## src/rtl/sdac_pkg.sv

```systemverilog
package sdac_pkg;

   typedef enum logic [1:0] {
      PM_NORMAL = 2'b00,
      PM_FLOAT  = 2'b01,
      PM_R1K    = 2'b10,
      PM_R100K  = 2'b11
   } pmode_t;

   localparam int CMD_W_DEF  = 4;
   localparam int DATA_W_DEF = 12;
   localparam int MODE_W     = 2;

endpackage

```

## src/rtl/sdac_sync.sv

```systemverilog
module sdac_sync #(
   parameter int               WIDTH   = 3,
   parameter int               STAGES  = 2,
   parameter logic [WIDTH-1:0] RST_VAL = '0
) (
   input  logic             clk,
   input  logic             rst_n,
   input  logic [WIDTH-1:0] d,
   output logic [WIDTH-1:0] q
);

   generate
      if (STAGES == 0) begin : g_bypass
         assign q = d;
      end else begin : g_chain
         logic [WIDTH-1:0] stg [STAGES];
         always_ff @(posedge clk or negedge rst_n) begin
            if (!rst_n) begin
               for (int i = 0; i < STAGES; i++) stg[i] <= RST_VAL;
            end else begin
               stg[0] <= d;
               for (int i = 1; i < STAGES; i++) stg[i] <= stg[i-1];
            end
         end
         assign q = stg[STAGES-1];
      end
   endgenerate

endmodule

```

## src/rtl/sdac_shifter.sv

```systemverilog
module sdac_shifter #(
   parameter int FRAME_BITS = 16
) (
   input  logic                  clk,
   input  logic                  rst_n,
   input  logic                  cs_s,
   input  logic                  sclk_s,
   input  logic                  din_s,
   output logic [FRAME_BITS-1:0] frame_word,
   output logic                  frame_ok
);

   localparam int CNT_W   = $clog2(FRAME_BITS + 2);
   localparam int CNT_SAT = FRAME_BITS + 1;

   logic             prev_cs;
   logic             prev_sclk;
   logic [CNT_W-1:0] bit_cnt;
   logic             sclk_fall;
   logic             cs_rise;

   assign sclk_fall = prev_sclk & ~sclk_s & ~cs_s;
   assign cs_rise   = ~prev_cs & cs_s;

   always_ff @(posedge clk or negedge rst_n) begin
      if (!rst_n) begin
         prev_cs    <= 1'b1;
         prev_sclk  <= 1'b0;
         bit_cnt    <= '0;
         frame_word <= '0;
      end else begin
         prev_cs   <= cs_s;
         prev_sclk <= sclk_s;
         if (sclk_fall) begin
            frame_word <= {frame_word[FRAME_BITS-2:0], din_s};
            if (bit_cnt != CNT_W'(CNT_SAT)) bit_cnt <= bit_cnt + 1'b1;
         end else if (cs_s && prev_cs) begin
            bit_cnt <= '0;
         end
      end
   end

   assign frame_ok = cs_rise && (bit_cnt == CNT_W'(FRAME_BITS));

endmodule

```

## src/rtl/sdac_decode.sv

```systemverilog
module sdac_decode
   import sdac_pkg::*;
#(
   parameter int                CMD_W    = CMD_W_DEF,
   parameter int                DATA_W   = DATA_W_DEF,
   parameter logic [CMD_W-1:0]  CMD_LOAD = '0,
   parameter logic [CMD_W-1:0]  CMD_PWR  = '1
) (
   input  logic                    clk,
   input  logic                    rst_n,
   input  logic                    frame_ok,
   input  logic [CMD_W+DATA_W-1:0] frame_word,
   output logic [DATA_W-1:0]       code,
   output pmode_t                  mode,
   output logic                    upd
);

   localparam int FB = CMD_W + DATA_W;

   logic [CMD_W-1:0]  cmd;
   logic [DATA_W-1:0] payload;
   pmode_t            sel;

   assign cmd     = frame_word[FB-1 -: CMD_W];
   assign payload = frame_word[DATA_W-1:0];
   assign sel     = pmode_t'(payload[MODE_W-1:0]);

   always_ff @(posedge clk or negedge rst_n) begin
      if (!rst_n) begin
         code <= '0;
         mode <= PM_NORMAL;
         upd  <= 1'b0;
      end else begin
         upd <= 1'b0;
         if (frame_ok) begin
            if (cmd == CMD_LOAD) begin
               code <= payload;
               mode <= PM_NORMAL;
               upd  <= 1'b1;
            end else if (cmd == CMD_PWR) begin
               mode <= sel;
               upd  <= 1'b1;
            end
         end
      end
   end

endmodule

```

## src/rtl/sdac_cmd_if.sv

```systemverilog
module sdac_cmd_if
   import sdac_pkg::*;
#(
   parameter int CMD_W       = CMD_W_DEF,
   parameter int DATA_W      = DATA_W_DEF,
   parameter int SYNC_STAGES = 2
) (
   input  logic              clk,
   input  logic              rst_n,
   input  logic              cs_n,
   input  logic              sclk,
   input  logic              sdin,
   output logic [DATA_W-1:0] dac_code,
   output logic [1:0]        pwr_mode,
   output logic              upd_stb
);

   localparam int FRAME_BITS = CMD_W + DATA_W;

   generate
      if (DATA_W < MODE_W) begin : g_bad_data
         $error("DATA_W must hold the mode select field");
      end
      if (CMD_W < 2) begin : g_bad_cmd
         $error("CMD_W must be at least 2");
      end
      if (SYNC_STAGES == 1 || SYNC_STAGES < 0) begin : g_bad_sync
         $error("SYNC_STAGES must be 0 or at least 2");
      end
   endgenerate

   logic [2:0]            sync_q;
   logic                  frame_ok;
   logic [FRAME_BITS-1:0] frame_word;
   pmode_t                mode_q;

   sdac_sync #(
      .WIDTH   (3),
      .STAGES  (SYNC_STAGES),
      .RST_VAL (3'b100)
   ) u_sync (
      .clk   (clk),
      .rst_n (rst_n),
      .d     ({cs_n, sclk, sdin}),
      .q     (sync_q)
   );

   sdac_shifter #(
      .FRAME_BITS (FRAME_BITS)
   ) u_shift (
      .clk        (clk),
      .rst_n      (rst_n),
      .cs_s       (sync_q[2]),
      .sclk_s     (sync_q[1]),
      .din_s      (sync_q[0]),
      .frame_word (frame_word),
      .frame_ok   (frame_ok)
   );

   sdac_decode #(
      .CMD_W  (CMD_W),
      .DATA_W (DATA_W)
   ) u_dec (
      .clk        (clk),
      .rst_n      (rst_n),
      .frame_ok   (frame_ok),
      .frame_word (frame_word),
      .code       (dac_code),
      .mode       (mode_q),
      .upd        (upd_stb)
   );

   assign pwr_mode = mode_q;

endmodule

```

## config.mk

```make
export PLATFORM = sky130hd
export DESIGN_NAME = sdac_cmd_if
export DESIGN_NICKNAME = d
export VERILOG_FILES = /design/src/rtl/sdac_pkg.sv /design/src/rtl/sdac_sync.sv /design/src/rtl/sdac_shifter.sv /design/src/rtl/sdac_decode.sv /design/src/rtl/sdac_cmd_if.sv
export SDC_FILE = /design/constraint.sdc
export NUM_CORES = 1
export LEC_CHECK = 0
export ABC_AREA = 1
export BUFFER_PORTS_ARGS = -buffer_cell sky130_fd_sc_hd__buf_2
export CORE_ASPECT_RATIO = 1.5
export CORE_MARGIN = 2
export CORE_UTILIZATION = 40
export DETAILED_ROUTE_END_ITERATION = 8
export PLACE_DENSITY = 0.56
export SETUP_SLACK_MARGIN = 0.15
export SLEW_MARGIN = 20
export SYNTH_ARGS = -nofsm -noshare
export SYNTH_HDL_FRONTEND = slang
export SYNTH_SLANG_ARGS = --single-unit
```

## constraint.sdc

```tcl
create_clock -name clk -period 3.54 [get_ports clk]
set_input_delay 0.177 -clock clk [delete_from_list [all_inputs] [get_ports clk]]
set_output_delay 0.177 -clock clk [all_outputs]
set_load 0.01 [all_outputs]
```

==> reports/qor.txt, run 1 <==
Outcome -> finished clean
Final setup fails -> 0
I/O pin count -> 20
Detailed-route vias per instance -> 4.71
Pin count of the biggest net entering global routing -> 45
CTS tree -> yes
Setup Skew -> 0.0103 ns
Max-slew violation count -> 0
Layout filler cell count -> 444
Max Cap Viol -> 0
Synth top area cells -> dfrtp_1, nand2_1, nand3_1
Asr flop ratio synth -> 100%
Area leader, netlist -> dfrtp_1
Vias -> 1268
Post-Syn Area -> 1830 um^2
Die extent in x -> 59.2 um
Post-layout power -> 980 uW
CP Launch Point -> u_sync.q[1]
Syn Area/Cell -> 9.31 um^2
Crit-path cells -> nor3_4 -> nand2_2 -> inv_1 -> nand2_1 -> nand2_1
CP bufs+invs -> 1
Buffer count from post-CTS setup fixing -> 0
Initial Utilization -> 40.9%
CP max FO -> 18
# diodes -> 0
Number of global-route vias before repair -> 1253
Yosys reg bits -> 44
Levels on crit path -> 5
Commonest register cell after synthesis -> dfrtp_1
Share of layout cells above drive strength 1 -> 16.7%
Final Hold Viols -> 0
Int Pwr -> 760 uW
First-pass GRT wire length -> 5.54 mm
Root buffer cell -> clkbuf_8
Core Box Area -> 4470 um^2
R2r setup slk -> 2.00 ns
Slew @ Worst Pin -> 0.967 ns
Die ar. -> 5130 um^2
Antenna Nets Post-Route -> 0
CP Capture Point -> u_shift.bit_cnt[1]
Initial antenna violation count -> 0
R2r endpoint -> u_shift.bit_cnt[1]
Syn Nets -> 204
Pre-Repair DR Iteration Count -> 4
Crit Path Class -> flip-flop to flip-flop
FF-to-FF path depth -> 5
Final period utilization -> 43.6%
Worst hold slack -> 0.0271 ns
# port buffers -> 19
Crit path top cell by count -> nand2_1
Die Height -> 86.7 um
CTS Buffer Depth -> 2
Top-area cell type share of the netlist area -> 56.2%
Synth Instances -> 196
CP Data Arrival Time -> 1.77 ns
Crit Reg-Reg Startpoint -> u_sync.q[1]
TNS Setup -> 0 ns
Area grow syn2layout -> 13.8%
Combinational power share -> 5.4%
RSZ-0062 raised after global routing -> no
CTS buffer count -> 5
Clock Power Share -> 37.9%
Hold_buf cts -> 3
H-tree Lvls -> 2
Wirelength per Cell -> 11.8 um
Final Critical Period -> 1.54 ns
Synth unique cells -> 23
DRC Markers -> 0
Sink Count -> 44
DRT Wirelength -> 3.18 mm
GR Util All Layers -> 14.3%
CP Capture Type -> flip-flop
Dpl hpwl -> 2.18 mm
Clk Latency, worst-skew pair -> 0.29 ns
Final nets -> 228
Post-CTS sizing -> 0
Switching share of power -> 22.5%
Row count -> 30
CP max stage cell -> nor3_4
GR Overflow Total -> 0
Max Fclk -> 648 MHz
Yosys Warn Count -> 0
Required @ worst endpoint -> 3.77 ns
Most frequent cells in the layout -> nand2_1, dfrtp_1, nand3_1
Relative slew slack -> 35.6%
Switching Power -> 220 uW
CP Launch Type -> flip-flop
Commonest non-fill, non-tap cell in the layout -> nand2_1
Reg power frac -> 56.8%
Crit-path max cell delay -> 0.58 ns
Number of flops mapped to enable cells by yosys -> 0
Peak VDD IR -> 0.000215 V
Pwr per Cell Area -> 472 nW/um^2
GP Congestion -> 0.707
Hold/Removal Path Class -> input port to async pin
Register area share after synthesis -> 60.5%
Post-route insts no fill -> 269
Leakage -> 1.18 nW
Cell family with most CP delay -> simple AND/OR/NAND/NOR gates
DR iter-0 viols -> 45
Cells after DPL -> 258
Clock transition at path regs -> 0.08 ns
## kinds of logic (layout without fill, tap and decap cells)
| group | Yosys count | after routing | share of synthesized area, % |
|---|---|---|---|
| and+or+nand+nor | 123 | 123 | 29.4 |
| AOI/OAI and AO/OA | 8 | 8 | 2.60 |
| xor gates and xnor gates | 2 | 2 | 0.960 |
| DFF | 44 | 44 | 60.5 |
| buffers and inverters | 16 | 41 | 4.46 |
| adders and majority gates | 3 | 3 | 2.06 |
## Yosys cell counts, drive strengths merged (2+ instances only)
cell type and instances:
nand3 21, a21boi 2, nand2 93, inv 11, o21ai 4, ha 3
dfstp 3, dfrtp 41, nor2 7, buf 5
## metal layers
metal	routed length [um]	track usage, %	up-vias	share of wire (%)
li1	-	-	653	-
met1	1460	17.3	590	46
met2	1570	23.4	19	49
met3	74	3.58	6	2.3
met4	71	6.82	0	2.2
met5	0	0	-	0
## per-stage QoR
step           instance area (um^2)  utilization, %  setup slack (ns)
6_report                       2080            46.5              2.00
5_1_grt                        2080            46.5              1.80
4_1_cts                        2080            46.5              1.95
3_5_place_dp                   1940            43.4              1.97
3_3_place_gp                   1940            43.4              2.01
2_1_floorplan                  1830               -              2.23
## power groups by stage
stage | combinational, mW | clock, mW | sequential [mW]
after detailed placement | 0.0518 | 0 | 0.566
after global placement | 0.0504 | 0 | 0.566
after CTS | 0.0545 | 0.385 | 0.556
final | 0.0526 | 0.371 | 0.556
after global routing | 0.0612 | 0.406 | 0.561
after floorplan | 0.0335 | 0 | 0.559
## how the worst min path moves through the flow
stage	to	from	cells past startpoint	slack, ns
floorplan	u_dec.code[0]	rst_n	0	-0.12
global route	u_dec.code[3]	rst_n	1	0.1
detailed placement	u_sync.g_chain.stg[5]	cs_n	1	0.28
CTS	u_dec.code[8]	rst_n	1	0.06
global placement	u_sync.g_chain.stg[5]	cs_n	1	0.28
finish	u_dec.code[3]	rst_n	1	0.03
## area by class of cell
cell class / instances / area, um^2 / share of cell area [%]
Clock inverter: 2 / 35.0 / 1.69
Tap cell: 48 / 60.1 / 2.89
Multi-Input combinational cell: 136 / 639 / 30.8
Sequential cell: 44 / 1100 / 53.2
Clock buffer: 6 / 72.6 / 3.49
Timing Repair Buffer: 22 / 125 / 6.02
Inverter: 11 / 41.3 / 1.99
## state kept, by name (all words and copies together) (netlist names)
| name | cells |
|---|---|
| u_dec.code | 12 |
| u_dec.mode | 2 |
| u_dec.upd | 1 |
| u_shift.bit_cnt | 5 |
| u_shift.frame_word | 16 |
| u_shift.prev_cs | 1 |
| u_shift.prev_sclk | 1 |
| u_sync.g_chain.stg | 3 |
| u_sync.q | 3 |
Power figures use the tool's default switching activity.
==> run 2: changes to the inputs <==
==> constraint.sdc (replaced) <==
create_clock -name clk -period 1.6 [get_ports clk]
set_input_delay 0.08 -clock clk [delete_from_list [all_inputs] [get_ports clk]]
set_output_delay 0.08 -clock clk [all_outputs]
set_load 0.01 [all_outputs]
==> run 2 against run 1 <==
  * First-iteration DRC count increased by 8.9%
  * Clock skew fell by 0.0037 ns
  * Routed wire length rose by 3.0%
  * Critical path type unchanged
  * Largest cell class unchanged
==> reports/qor.txt, run 2 (synthesized netlist as in run 1, its figures left out) <==
Outcome -> finished clean
Slack of the critical path -> 0.238 ns
Initial Utilization -> 40.9%
H-tree Lvls -> 2
CTS Buffer Depth -> 2
Detailed-route vias per instance -> 4.73
Pin count of the biggest net entering global routing -> 23
Largest regs -> u_shift.frame_word (16), u_dec.code (12), u_shift.bit_cnt (5)
Peak VDD IR -> 0.000406 V
Max-slew violation count -> 0
CP max FO -> 6
Clock transition at path regs -> 0.08 ns
Final nets -> 243
CP Capture Type -> flip-flop
Initial antenna violation count -> 0
I/O pin count -> 20
Antenna Nets Post-Route -> 0
Core Util, Final -> 50.3%
Final Hold Viols -> 0
Pwr per Cell Area -> 1020 nW/um^2
Die Height -> 86.7 um
Die extent in x -> 59.2 um
FF-to-FF path depth -> 6
Max Cap Viol -> 0
Slew @ Worst Pin -> 0.474 ns
CP Launch Type -> flip-flop
CP Data Arrival Time -> 1.58 ns
Commonest non-fill, non-tap cell in the layout -> nand2_1
Layout filler cell count -> 432
Dpl hpwl -> 2.28 mm
Int Pwr -> 1.79 mW
GR Overflow Total -> 0
R2r endpoint -> u_dec.upd
Relative slew slack -> 68.4%
Crit Reg-Reg Startpoint -> u_shift.bit_cnt[0]
Place WS -> 0.146 ns
R2r setup slk -> 0.24 ns
Switching share of power -> 22.0%
Layout Cell Area excl Fill -> 2250 um^2
# port buffers -> 19
Area grow syn2layout -> 23.0%
Final Critical Period -> 1.36 ns
Max Fclk -> 734 MHz
Reg power frac -> 53.6%
Final period utilization -> 85.1%
Sink Count -> 44
First-pass GRT wire length -> 5.52 mm
CP Launch Point -> u_shift.bit_cnt[0]
Final setup fails -> 0
Cell Area, Placed -> 1990 um^2
Crit Path Class -> flip-flop to flip-flop
Clock Power Share -> 40.0%
Clk Latency, worst-skew pair -> 0.29 ns
Pre-Repair DR Iteration Count -> 4
DR iter-0 viols -> 49
Leakage -> 1.27 nW
Largest register by flop count -> u_shift.frame_word
Die ar. -> 5130 um^2
Row count -> 30
Max FFs per register -> 16
Vias -> 1342
TNS Setup -> 0 ns
Number of global-route vias before repair -> 1219
Required @ worst endpoint -> 1.82 ns
CTS tree -> yes
CTS buffer count -> 5
Core Box Area -> 4470 um^2
Most frequent cells in the layout -> nand2_1, dfrtp_1, nand3_1
Hold/Removal Path Class -> input port to async pin
DRT Wirelength -> 3.27 mm
Switching Power -> 505 uW
Share of layout cells above drive strength 1 -> 23.7%
# diodes -> 0
GP Congestion -> 0.841
Combinational power share -> 6.3%
Setup Skew -> 0.00662 ns
Root buffer cell -> clkbuf_8
CP Capture Point -> u_dec.upd
DRC Markers -> 0
GR Util All Layers -> 14.3%
RSZ-0062 raised after global routing -> no
Wirelength per Cell -> 11.5 um
==> run 2: cell type report <==
type / count / area, um^2 / share of cell area, %
flip-flops and latches: 44 / 1110 / 49.2
multi-input cells: 137 / 679 / 30.3
repair buffers: 36 / 233 / 10.4
clock buffers: 7 / 96.3 / 4.29
well taps: 48 / 60.1 / 2.67
inverters: 11 / 41.3 / 1.84
clock inverters: 1 / 30.0 / 1.34
==> run 2: how the worst min path moves through the flow <==
| stage | from | endpoint | slack (ns) | cells past startpoint |
|---|---|---|---|---|
| 3_3_place_gp | rst_n | u_dec.code[9] | 0.07 | 1 |
| 3_5_place_dp | rst_n | u_dec.code[9] | 0.07 | 1 |
| 5_1_grt | rst_n | u_dec.code[9] | 0.29 | 2 |
| 6_report | rst_n | u_dec.code[9] | 0.27 | 2 |
| 2_1_floorplan | rst_n | u_dec.code[0] | -0.22 | 0 |
| 4_1_cts | rst_n | u_dec.code[9] | 0.28 | 2 |
==> run 2: what timing repair did <==
item | CTS | global route
hold endpoints to repair | 20 | 0
buffers inserted | 0 | 7
hold buffers | 4 | 0
pin swaps | 1 | 1
gates resized for setup | 0 | 9
cloned | 0 | 1
endpoints found under the setup margin | 8 | 15
==> run 2: power by group through the flow <==
stage          registers, mW  logic [mW]  clock network (mW)
3_3_place_gp            1.25       0.124                   0
2_1_floorplan           1.24      0.0741                   0
6_report                1.23       0.146               0.918
3_5_place_dp            1.25       0.126                   0
5_1_grt                 1.24       0.170               0.994
4_1_cts                 1.23       0.134               0.935
==> run 2: through the flow <==
stage | total power, mW | hold WS (ns) | std cells
2_1_floorplan | 1.31 | -0.216 | 196
3_3_place_gp | 1.37 | 0.0699 | 264
3_5_place_dp | 1.38 | 0.0665 | 264
4_1_cts | 2.30 | 0.279 | 276
5_1_grt | 2.40 | 0.291 | 284
6_report | 2.29 | 0.265 | 284
==> run 2: critical path: stages (launching register included) <==
cell and delay [ns]:
dfrtp_2 0.44, inv_1 0.08, ha_2 0.19, nand2_4 0.09, nor2_8 0.20, buf_4 0.14, a21boi_1 0.15
==> run 2: layer usage <==
metal	track usage [%]	up-vias	part of all wire [%]
li1	-	690	-
met5	0	-	0
met2	22.4	32	51
met1	17.5	613	43
met4	7.02	0	1.9
met3	4.48	7	3.5
==> run 3: changes to the inputs <==
--- a/config.mk
+++ b/config.mk
@@ -7,7 +7,6 @@
 export LEC_CHECK = 0
 export ABC_AREA = 1
 export BUFFER_PORTS_ARGS = -buffer_cell sky130_fd_sc_hd__buf_2
-export CORE_ASPECT_RATIO = 1.5
 export CORE_MARGIN = 2
 export CORE_UTILIZATION = 40
 export DETAILED_ROUTE_END_ITERATION = 8
==> run 3 against run 2 <==
  * Routed wire length rose by 8.2%
  * Die area fell by 0.22%
  * Clock power fell by 23%
  * Register-to-register slack barely moved
  * Fmax rose by 0.15%
  * Hold slack improved by 0.016 ns
  * Core utilization rose by 0.95 points
==> reports/qor.txt, run 3 (synthesized netlist as in run 1, its figures left out) <==
# port buffers -> 19
Combinational power share -> 7.2%
Final setup fails -> 0
Relative slew slack -> 84.7%
Clock transition at path regs -> 0.09 ns
Reg power frac -> 58.8%
Switching share of power -> 26.0%
Max-slew violation count -> 0
Layout filler cell count -> 408
DRC Markers -> 0
Wirelength per Cell -> 12.3 um
Max Fclk -> 735 MHz
Commonest non-fill, non-tap cell in the layout -> nand2_1
Hold/Removal Path Class -> input port to async pin
Area grow syn2layout -> 23.0%
CP Data Arrival Time -> 1.60 ns
Number of global-route vias before repair -> 1294
TNS Setup -> 0 ns
DR iter-0 viols -> 117
Root buffer cell -> clkbuf_8
RSZ-0062 raised after global routing -> no
Final nets -> 243
Die extent in x -> 71.6 um
Dpl hpwl -> 2.23 mm
CTS Buffer Depth -> 2
I/O pin count -> 20
Core Box Area -> 4380 um^2
Most frequent cells in the layout -> nand2_1, dfrtp_1, nand3_1
Int Pwr -> 1.55 mW
Pwr per Cell Area -> 932 nW/um^2
Cell Area, Placed -> 1980 um^2
Clock Power Share -> 34.0%
Row count -> 24
Layout Cell Area excl Fill -> 2250 um^2
Vias -> 1363
# diodes -> 0
Crit-path cells -> inv_1 -> ha_1 -> nand2_4 -> nor2_8 -> buf_4 -> nand3_1 -> nand2_1
CP max stage cell -> dfrtp_2
R2r setup slk -> 0.24 ns
GP Congestion -> 0.810
Crit-path max cell delay -> 0.43 ns
FF-to-FF path depth -> 7
Initial Utilization -> 41.6%
Final Critical Period -> 1.36 ns
CP max FO -> 5
Required @ worst endpoint -> 1.84 ns
DR top layer -> met4
Pre-Repair DR Iteration Count -> 4
Slew @ Worst Pin -> 0.230 ns
WL met2 -> 1.62 mm
Largest register by flop count -> u_shift.frame_word
Switching Power -> 545 uW
H-tree Lvls -> 2
Final period utilization -> 85.0%
GR Overflow Total -> 0
Setup Skew -> 0.00992 ns
Share of layout cells above drive strength 1 -> 23.3%
Worst hold slack -> 0.281 ns
Leakage -> 1.25 nW
Sink Count -> 44
Antenna Nets Post-Route -> 0
Clk Latency, worst-skew pair -> 0.30 ns
CTS tree -> yes
DRT Wirelength -> 3.54 mm
Die ar. -> 5120 um^2
Largest regs -> u_shift.frame_word (16), u_dec.code (12), u_shift.bit_cnt (5)
Met1 WL -> 1.71 mm
Max Cap Viol -> 0
CTS buffer count -> 5
GR Util All Layers -> 15.1%
CP Capture Type -> flip-flop
Metal3 WL -> 150 um
Detailed-route vias per instance -> 4.73
First-pass GRT wire length -> 5.98 mm
Die Height -> 71.6 um
Crit Path Class -> flip-flop to flip-flop
Max FFs per register -> 16
Pin count of the biggest net entering global routing -> 45
Outcome -> finished clean
Final Hold Viols -> 0
Peak VDD IR -> 0.000469 V
Initial antenna violation count -> 0
CP Launch Type -> flip-flop
-- run 3: timing repair --
item | in CTS | in global routing
cloned | 0 | 1
endpoints found under the hold margin | 47 | 0
gates resized for setup | 1 | 4
hold buffers | 4 | 0
buffers inserted | 3 | 7
endpoints found under the setup margin | 13 | 14
pin swaps | 1 | 1
-- run 3: area by class of cell --
class	instances	area [um^2]	share of cell area (%)
inverters	11	45.0	2.01
flip-flops and latches	44	1110	49.2
repair buffers	36	270	12.0
well taps	52	65.1	2.90
multi-input cells	137	667	29.7
clock inverters	3	23.8	1.06
clock buffers	5	68.8	3.06
-- run 3: path summary, 6_finish.rpt --
| path | startpoint | end |
|---|---|---|
| max | u_shift.bit_cnt[0] | u_dec.code[7] |
| min | rst_n | u_dec.code[1] |
| max reg2reg | u_shift.bit_cnt[0] | u_dec.code[7] |
| min reg2reg | u_sync.g_chain.stg[4] | u_sync.q[1] |
| max in group asynchronous | rst_n | u_sync.g_chain.stg[5] |
| min in group clk | u_sync.g_chain.stg[4] | u_sync.q[1] |
-- run 3: worst max-delay path: cells and delay by family (launching register included) --
family,cells,cell delay (ns)
AND/OR/NAND/NOR,4,0.45
flip-flops,1,0.43
adder cells (fa/ha/maj),1,0.19
buffers and inverters,2,0.23
-- run 3: power by group through the flow --
stage / Combinational, mW / Clock, mW / Sequential [mW]
floorplan: 0.0741 / 0 / 1.24
global placement: 0.122 / 0 / 1.25
detailed placement: 0.125 / 0 / 1.25
CTS: 0.133 / 0.730 / 1.23
global route: 0.180 / 0.778 / 1.24
finish: 0.151 / 0.710 / 1.23
-- run 3: per-stage QoR --
| stage | cells | setup WS [ns] | util, % | total power [mW] |
|---|---|---|---|---|
| floorplan | 196 | 0.291 | - | 1.31 |
| global placement | 265 | 0.142 | 45.2 | 1.38 |
| detailed placement | 265 | 0.119 | 45.2 | 1.38 |
| CTS | 280 | 0.200 | 49.1 | 2.09 |
| global route | 288 | 0.136 | 51.2 | 2.20 |
| finish | 288 | 0.240 | 51.2 | 2.09 |
-- run 3: per-layer routing --
metal,GRT usage [%],up-vias
met3,3.80,7
met1,21.8,634
met2,21.9,31
li1,-,691
met5,0,-
met4,6.29,0
